<file path="src/rtl/pdiv_pkg.sv">
package pdiv_pkg;

  // Default width of each count field
  localparam int DEF_CNT_W = 9;

  // Output phase of the divider
  typedef enum logic {
    PH_LOW  = 1'b0,
    PH_HIGH = 1'b1
  } phase_e;

endpackage

</file>
<file path="src/rtl/pdiv_cfg_hold.sv">
// Holds the active setting. It is reloaded during reset and at each period boundary only.
module pdiv_cfg_hold #(
  parameter int CNT_W = pdiv_pkg::DEF_CNT_W,
  localparam int CFG_W = 2 * CNT_W + 2
) (
  input  logic             clk_i,
  input  logic             rst_i,
  input  logic             load_i,
  input  logic [CFG_W-1:0] cfg_i,
  output logic [CFG_W-1:0] act_o,
  output logic [CNT_W-1:0] lo_o,
  output logic             byp_o,
  output logic             odd_o
);

  logic [CFG_W-1:0] act_q;

  always_ff @(posedge clk_i) begin
    if (rst_i || load_i) begin
      act_q <= cfg_i;
    end
  end

  assign act_o = act_q;
  assign byp_o = act_q[CFG_W-1];
  assign odd_o = act_q[CFG_W-2];
  assign lo_o  = act_q[2*CNT_W-1:CNT_W];

endmodule

</file>
<file path="src/rtl/pdiv_phase_ctr.sv">
// Counts out the high and low phases on rising input edges.
module pdiv_phase_ctr #(
  parameter int CNT_W = pdiv_pkg::DEF_CNT_W,
  localparam int REM_W = CNT_W + 1
) (
  input  logic             clk_i,
  input  logic             rst_i,
  input  logic             byp_i,
  input  logic [CNT_W-1:0] nxt_hi_i,
  input  logic [CNT_W-1:0] act_lo_i,
  output logic             phase_hi_o,
  output logic [REM_W-1:0] rem_o,
  output logic             last_hi_o,
  output logic             boundary_o,
  output logic             started_o
);
  import pdiv_pkg::*;

  localparam logic [REM_W-1:0] ONE = REM_W'(1);

  phase_e           phase_q;
  logic [REM_W-1:0] rem_q;
  logic             started_q;
  logic             boundary;

  // A zero field stands for the full 2**CNT_W cycles
  function automatic logic [REM_W-1:0] expand(input logic [CNT_W-1:0] v);
    return {(v == '0), v};
  endfunction

  always_comb begin
    boundary = !started_q || byp_i || ((phase_q == PH_LOW) && (rem_q == ONE));
  end

  always_ff @(posedge clk_i) begin
    if (rst_i) begin
      phase_q   <= PH_LOW;
      rem_q     <= '0;
      started_q <= 1'b0;
    end else begin
      started_q <= 1'b1;
      if (boundary) begin
        phase_q <= PH_HIGH;
        rem_q   <= expand(nxt_hi_i);
      end else if (rem_q == ONE) begin
        phase_q <= PH_LOW;
        rem_q   <= expand(act_lo_i);
      end else begin
        rem_q <= rem_q - ONE;
      end
    end
  end

  assign phase_hi_o = (phase_q == PH_HIGH);
  assign rem_o      = rem_q;
  assign last_hi_o  = (phase_q == PH_HIGH) && (rem_q == ONE);
  assign boundary_o = boundary;
  assign started_o  = started_q;

endmodule

</file>
<file path="src/rtl/pdiv_fall_trim.sv">
// Falling-edge register that cuts the final half of the last high cycle.
module pdiv_fall_trim (
  input  logic clk_i,
  input  logic rst_i,
  input  logic en_i,
  input  logic last_hi_i,
  output logic cut_o
);

  logic cut_q;

  always_ff @(negedge clk_i) begin
    if (rst_i) begin
      cut_q <= 1'b0;
    end else begin
      cut_q <= en_i && last_hi_i;
    end
  end

  assign cut_o = cut_q;

endmodule

</file>
<file path="src/rtl/pdiv_top.sv">
module pdiv_top #(
  parameter int CNT_W  = pdiv_pkg::DEF_CNT_W,
  parameter bit ODD_EN = 1'b1,
  localparam int CFG_W = 2 * CNT_W + 2,
  localparam int REM_W = CNT_W + 1
) (
  input  logic             clk_i,
  input  logic             rst_i,
  input  logic [CFG_W-1:0] cfg_i,
  output logic             clk_o
);

  logic [CFG_W-1:0] cfg_act;
  logic [CNT_W-1:0] act_lo;
  logic             byp_act;
  logic             odd_act;
  logic             phase_hi;
  logic [REM_W-1:0] rem_q;
  logic             last_hi;
  logic             boundary;
  logic             started;
  logic             cut_q;

  pdiv_cfg_hold #(.CNT_W(CNT_W)) hold_i (
    .clk_i  (clk_i),
    .rst_i  (rst_i),
    .load_i (boundary),
    .cfg_i  (cfg_i),
    .act_o  (cfg_act),
    .lo_o   (act_lo),
    .byp_o  (byp_act),
    .odd_o  (odd_act)
  );

  pdiv_phase_ctr #(.CNT_W(CNT_W)) ctr_i (
    .clk_i      (clk_i),
    .rst_i      (rst_i),
    .byp_i      (byp_act),
    .nxt_hi_i   (cfg_i[CNT_W-1:0]),
    .act_lo_i   (act_lo),
    .phase_hi_o (phase_hi),
    .rem_o      (rem_q),
    .last_hi_o  (last_hi),
    .boundary_o (boundary),
    .started_o  (started)
  );

  generate
    if (ODD_EN) begin : g_trim
      pdiv_fall_trim trim_i (
        .clk_i     (clk_i),
        .rst_i     (rst_i),
        .en_i      (odd_act && !byp_act),
        .last_hi_i (last_hi),
        .cut_o     (cut_q)
      );
    end else begin : g_no_trim
      assign cut_q = 1'b0;
    end
  endgenerate

  // Bypass passes the input clock once reset has been released
  assign clk_o = byp_act ? (clk_i && started) : (phase_hi && !cut_q);

endmodule

</file>
<file path="config.mk">
export PLATFORM = sky130hd
export DESIGN_NAME = pdiv_top
export DESIGN_NICKNAME = d
export VERILOG_FILES = /design/src/rtl/pdiv_pkg.sv /design/src/rtl/pdiv_cfg_hold.sv /design/src/rtl/pdiv_phase_ctr.sv /design/src/rtl/pdiv_fall_trim.sv /design/src/rtl/pdiv_top.sv
export SDC_FILE = /design/constraint.sdc
export NUM_CORES = 1
export LEC_CHECK = 0
export BUFFER_PORTS_ARGS = -buffer_cell sky130_fd_sc_hd__buf_4
export CAP_MARGIN = 30
export CORE_MARGIN = 2
export CORE_UTILIZATION = 53
export DETAILED_ROUTE_END_ITERATION = 8
export GPL_TIMING_DRIVEN = 0
export PLACE_DENSITY = 0.8
export SYNTH_ARGS = -nofsm -noshare
export SYNTH_HDL_FRONTEND = slang
export SYNTH_SLANG_ARGS = --single-unit
export TNS_END_PERCENT = 20
</file>
<file path="constraint.sdc">
create_clock -name clk_i -period 2.9 [get_ports clk_i]
set_clock_uncertainty 0.15 [all_clocks]
set_input_delay 0.435 -clock clk_i [delete_from_list [all_inputs] [get_ports clk_i]]
set_output_delay 0.435 -clock clk_i [all_outputs]
set_load 0.05 [all_outputs]
</file>
==> summary.txt <==
Logic synthesis
  • Top post-synthesis cells by area: edfxtp_1, dfxtp_1, nor2_1, nand2_1, o32ai_1
  • Most frequent cell after synthesis: dfxtp_1
  • Post-Syn Area: between 1000 and 1500 µm²
  • Cell variety after synth: 45
  • Post-synth EDFFs: 11
  • Seq/Total Area, Yosys: 50.4%
  • Mean Syn Cell Area: 10.4 µm²
  • Syn_nets: 137
  • Gate Count Post-Synth: 113
  • Synth Warn #: 0
  • Synth Register Bits: 24
  • Dominant synthesized flop cell: dfxtp_1
  • Async set or reset register ratio after synthesis: 0%
  • Post-synth top area share: 28.2%
  • Largest area contributor in the netlist: edfxtp_1
  • Ranking of synthesized cells by instance count: dfxtp_1, nor2_1, edfxtp_1

Placed design
  • Final Wtd Congestion: 0.883
  • # port buffers: 21
  • Placed instance area: 1370 µm²
  • Post-DP HPWL: 1.92 mm

Detailed routing
  • Routed Antenna Nets: 0
  • Vias: 1081
  • Wire per inst: 16.8 µm
  • DRT Wirelength: between 2 and 3 mm
  • Initial detailed-routing violation count: 35
  • Drt drc: 0
  • Detailed Routing Iterations Pass 1: 4
  • Via/cell ratio: 6.28

Timing
  • Fin. Hold Viols: 0
  • Max-slew violations: 0
  • RSZ-0062 raised after global routing: true
  • Max_slew headroom: about three fifths
  • Fin Setup TNS: -284 ps
  • Slew @ Worst Pin: 585 ps
  • Final worst setup slack: -284 ps
  • Final setup vio count: 2

Critical path
  • Worst r2r dst: g_trim.trim_i.cut_o$_SDFF_NP0_
  • Crit path DAT: 2600 ps
  • Flop2flop setup slack: 110 ps
  • Crit Path Max Fanout: 1
  • Required time worst endpoint: 2320 ps
  • Setup CP Type: reg -> out
  • Crit. End Element: primary output
  • Reg2Reg Depth: 5
  • Critical R2R Launch: ctr_i.rem_o[1]$_SDFF_PP0_
  • Startpoint Class: register

Cells and area
  • Fillers: 159
  • Reg area: around 590 µm²
  • Diode count: 0
  • Cell area after layout: 1510 µm²
  • Layout area overhead: 28.7%
  • Final #Nets: roughly 170
  • Layout cell share with drive strength beyond 1: 32.6%
  • Multi-input logic area: 604 µm²

Run
  • Max Cap Viol: 0

CTS
  • CTS tree: built
  • Clock slew at reported path FFs: roughly 140 ps
  • Worst-Skew Late Latency: roughly 440 ps
  • Hold_buf cts: 0

Pwr
  • Int Power: a little under 600 µW
  • P_leak: 0.000587 µW
  • Psw: between 200 and 300 µW
  • Switch share: between 20 and 30%
  • Worst IR drop on VDD: 371 µV
  • Share of power burned in registers: 48.5%
  • Clock power share: approximately a third
  • Comb power frac: 17.9%
  • Power per cell area: 556 nW/µm²

GRT
  • First-pass GRT wire length: 4.51 mm
  • Largest net degree at the start of global routing: 16
  • Initial antenna violation count: 0
  • GRT Util Overall: 23.7%
  • Vias in the first global route: ~1100
  • Grt ovf: 0

Hold path
  • HP Class: in -> reg
  • Hold Startpoint: cfg_i[14]
  • Hold depth: 1
  • WHS Endpoint: hold_i.act_o[14]$_DFFE_PP_

Die
  • Die X: between 50 and 60 µm
  • Die H: 51.0 µm
  • Core outline area: between 2000 and 2500 µm²
  • Row cnt: 17
  • Die Area: about 2600 µm²
  • Ports: 23
  • Starting Density: 54.6%

Status
  • Failing checks: negative setup slack
  • Status: complete, but fails checks
==> per-stage QoR <==
step / cells / total power, µW / util [%] / setup WS (ps) / hold slack, ps
floorplan: 113 / 513 / - / -510 / 317
global placement: 162 / 561 / 63.5 / -451 / 355
detailed placement: 162 / 566 / 63.5 / -549 / 358
CTS: 169 / 814 / 67.6 / -237 / 19.6
global route: 172 / 870 / 70.2 / -294 / 1.01
finish: 172 / 839 / 70.2 / -284 / 8.35
==> power by group through the flow <==
stage,Sequential [µW],Clock (µW),Combinational [µW]
after floorplan,403,22.4,87.3
after detailed placement,409,28.2,129
final,407,282,150
after global routing,410,297,163
after CTS,404,274,135
after global placement,407,28.2,126
==> final cells by class <==
cell class,count,share of cell area [%]
repair buffers,23,11.4
inverters,5,1.24
clock inverters,1,0.249
well taps,28,2.32
plain buffers,3,0.829
clock buffers,8,4.64
multi-input cells,80,40.0
flip-flops and latches,24,39.2
==> layout by cell type, fill, tap and decap left out, drive strengths merged, types with 2 or more instances in the layout <==
master	count
nor4	4
edfxtp	11
o21ai	3
buf	26
nor3b	3
xor2	2
mux2	2
dfxtp	13
nand2b	2
a21oi	3
nand2	10
nor3	4
clkbuf	8
nand3	2
and3	2
or4	2
a31oi	3
ha	2
o32ai	5
a211oi	2
o31a	2
nor2	12
inv	5
==> worst max path at each step <==
stage,cells after the start,endpoint,slack (ps),from
after global routing,2,clk_o,-290,g_trim.trim_i.cut_o$_SDFF_NP0_
after CTS,2,clk_o,-240,g_trim.trim_i.cut_o$_SDFF_NP0_
after detailed placement,4,g_trim.trim_i.cut_o$_SDFF_NP0_,-550,ctr_i.rem_o[0]$_SDFF_PP0_
final,2,clk_o,-280,g_trim.trim_i.cut_o$_SDFF_NP0_
after global placement,4,g_trim.trim_i.cut_o$_SDFF_NP0_,-450,ctr_i.rem_o[0]$_SDFF_PP0_
after floorplan,1,clk_o,-510,g_trim.trim_i.cut_o$_SDFF_NP0_
==> logic make-up (layout without fill, tap and decap cells) <==
family,count (synthesis),count (layout),synth area share (%)
simple gates,47,47,22.1
compound gates,26,26,18.3
flops,24,24,50.4
buf+inv,9,40,2.99
xor+xnor,3,3,2.24
fa+ha+maj,2,2,2.13
mux,2,2,1.92
==> state kept, by name, summed over array words and instances (netlist names) <==
| signal | cells |
|---|---|
| ctr_i.rem_o | 10 |
| ctr_i.phase_hi_o | 1 |
| hold_i.act_o | 11 |
| g_trim.trim_i.cut_o | 1 |
| ctr_i.started_o | 1 |
==> layer usage <==
metal  part of all wire (%)  vias to the layer above  global-route usage (%)
li1                       -                      497                       -
met1                     41                      514                    27.6
met2                     50                       56                    39.4
met3                    6.7                       14                    6.43
met4                    2.7                        0                    13.1
met5                      0                        -                       0
==> critical path, stage by stage (launching register included) <==
cell	delay, ps
dfxtp_1	320
o21ai_2	150
buf_6	180
==> repair_timing <==
action,in CTS,in global routing
gates resized for setup,6,8
buffers inserted,0,3
pin swaps,1,2
endpoints found under the setup margin,3,3
Note: power is estimated with default switching activity, not from simulation.
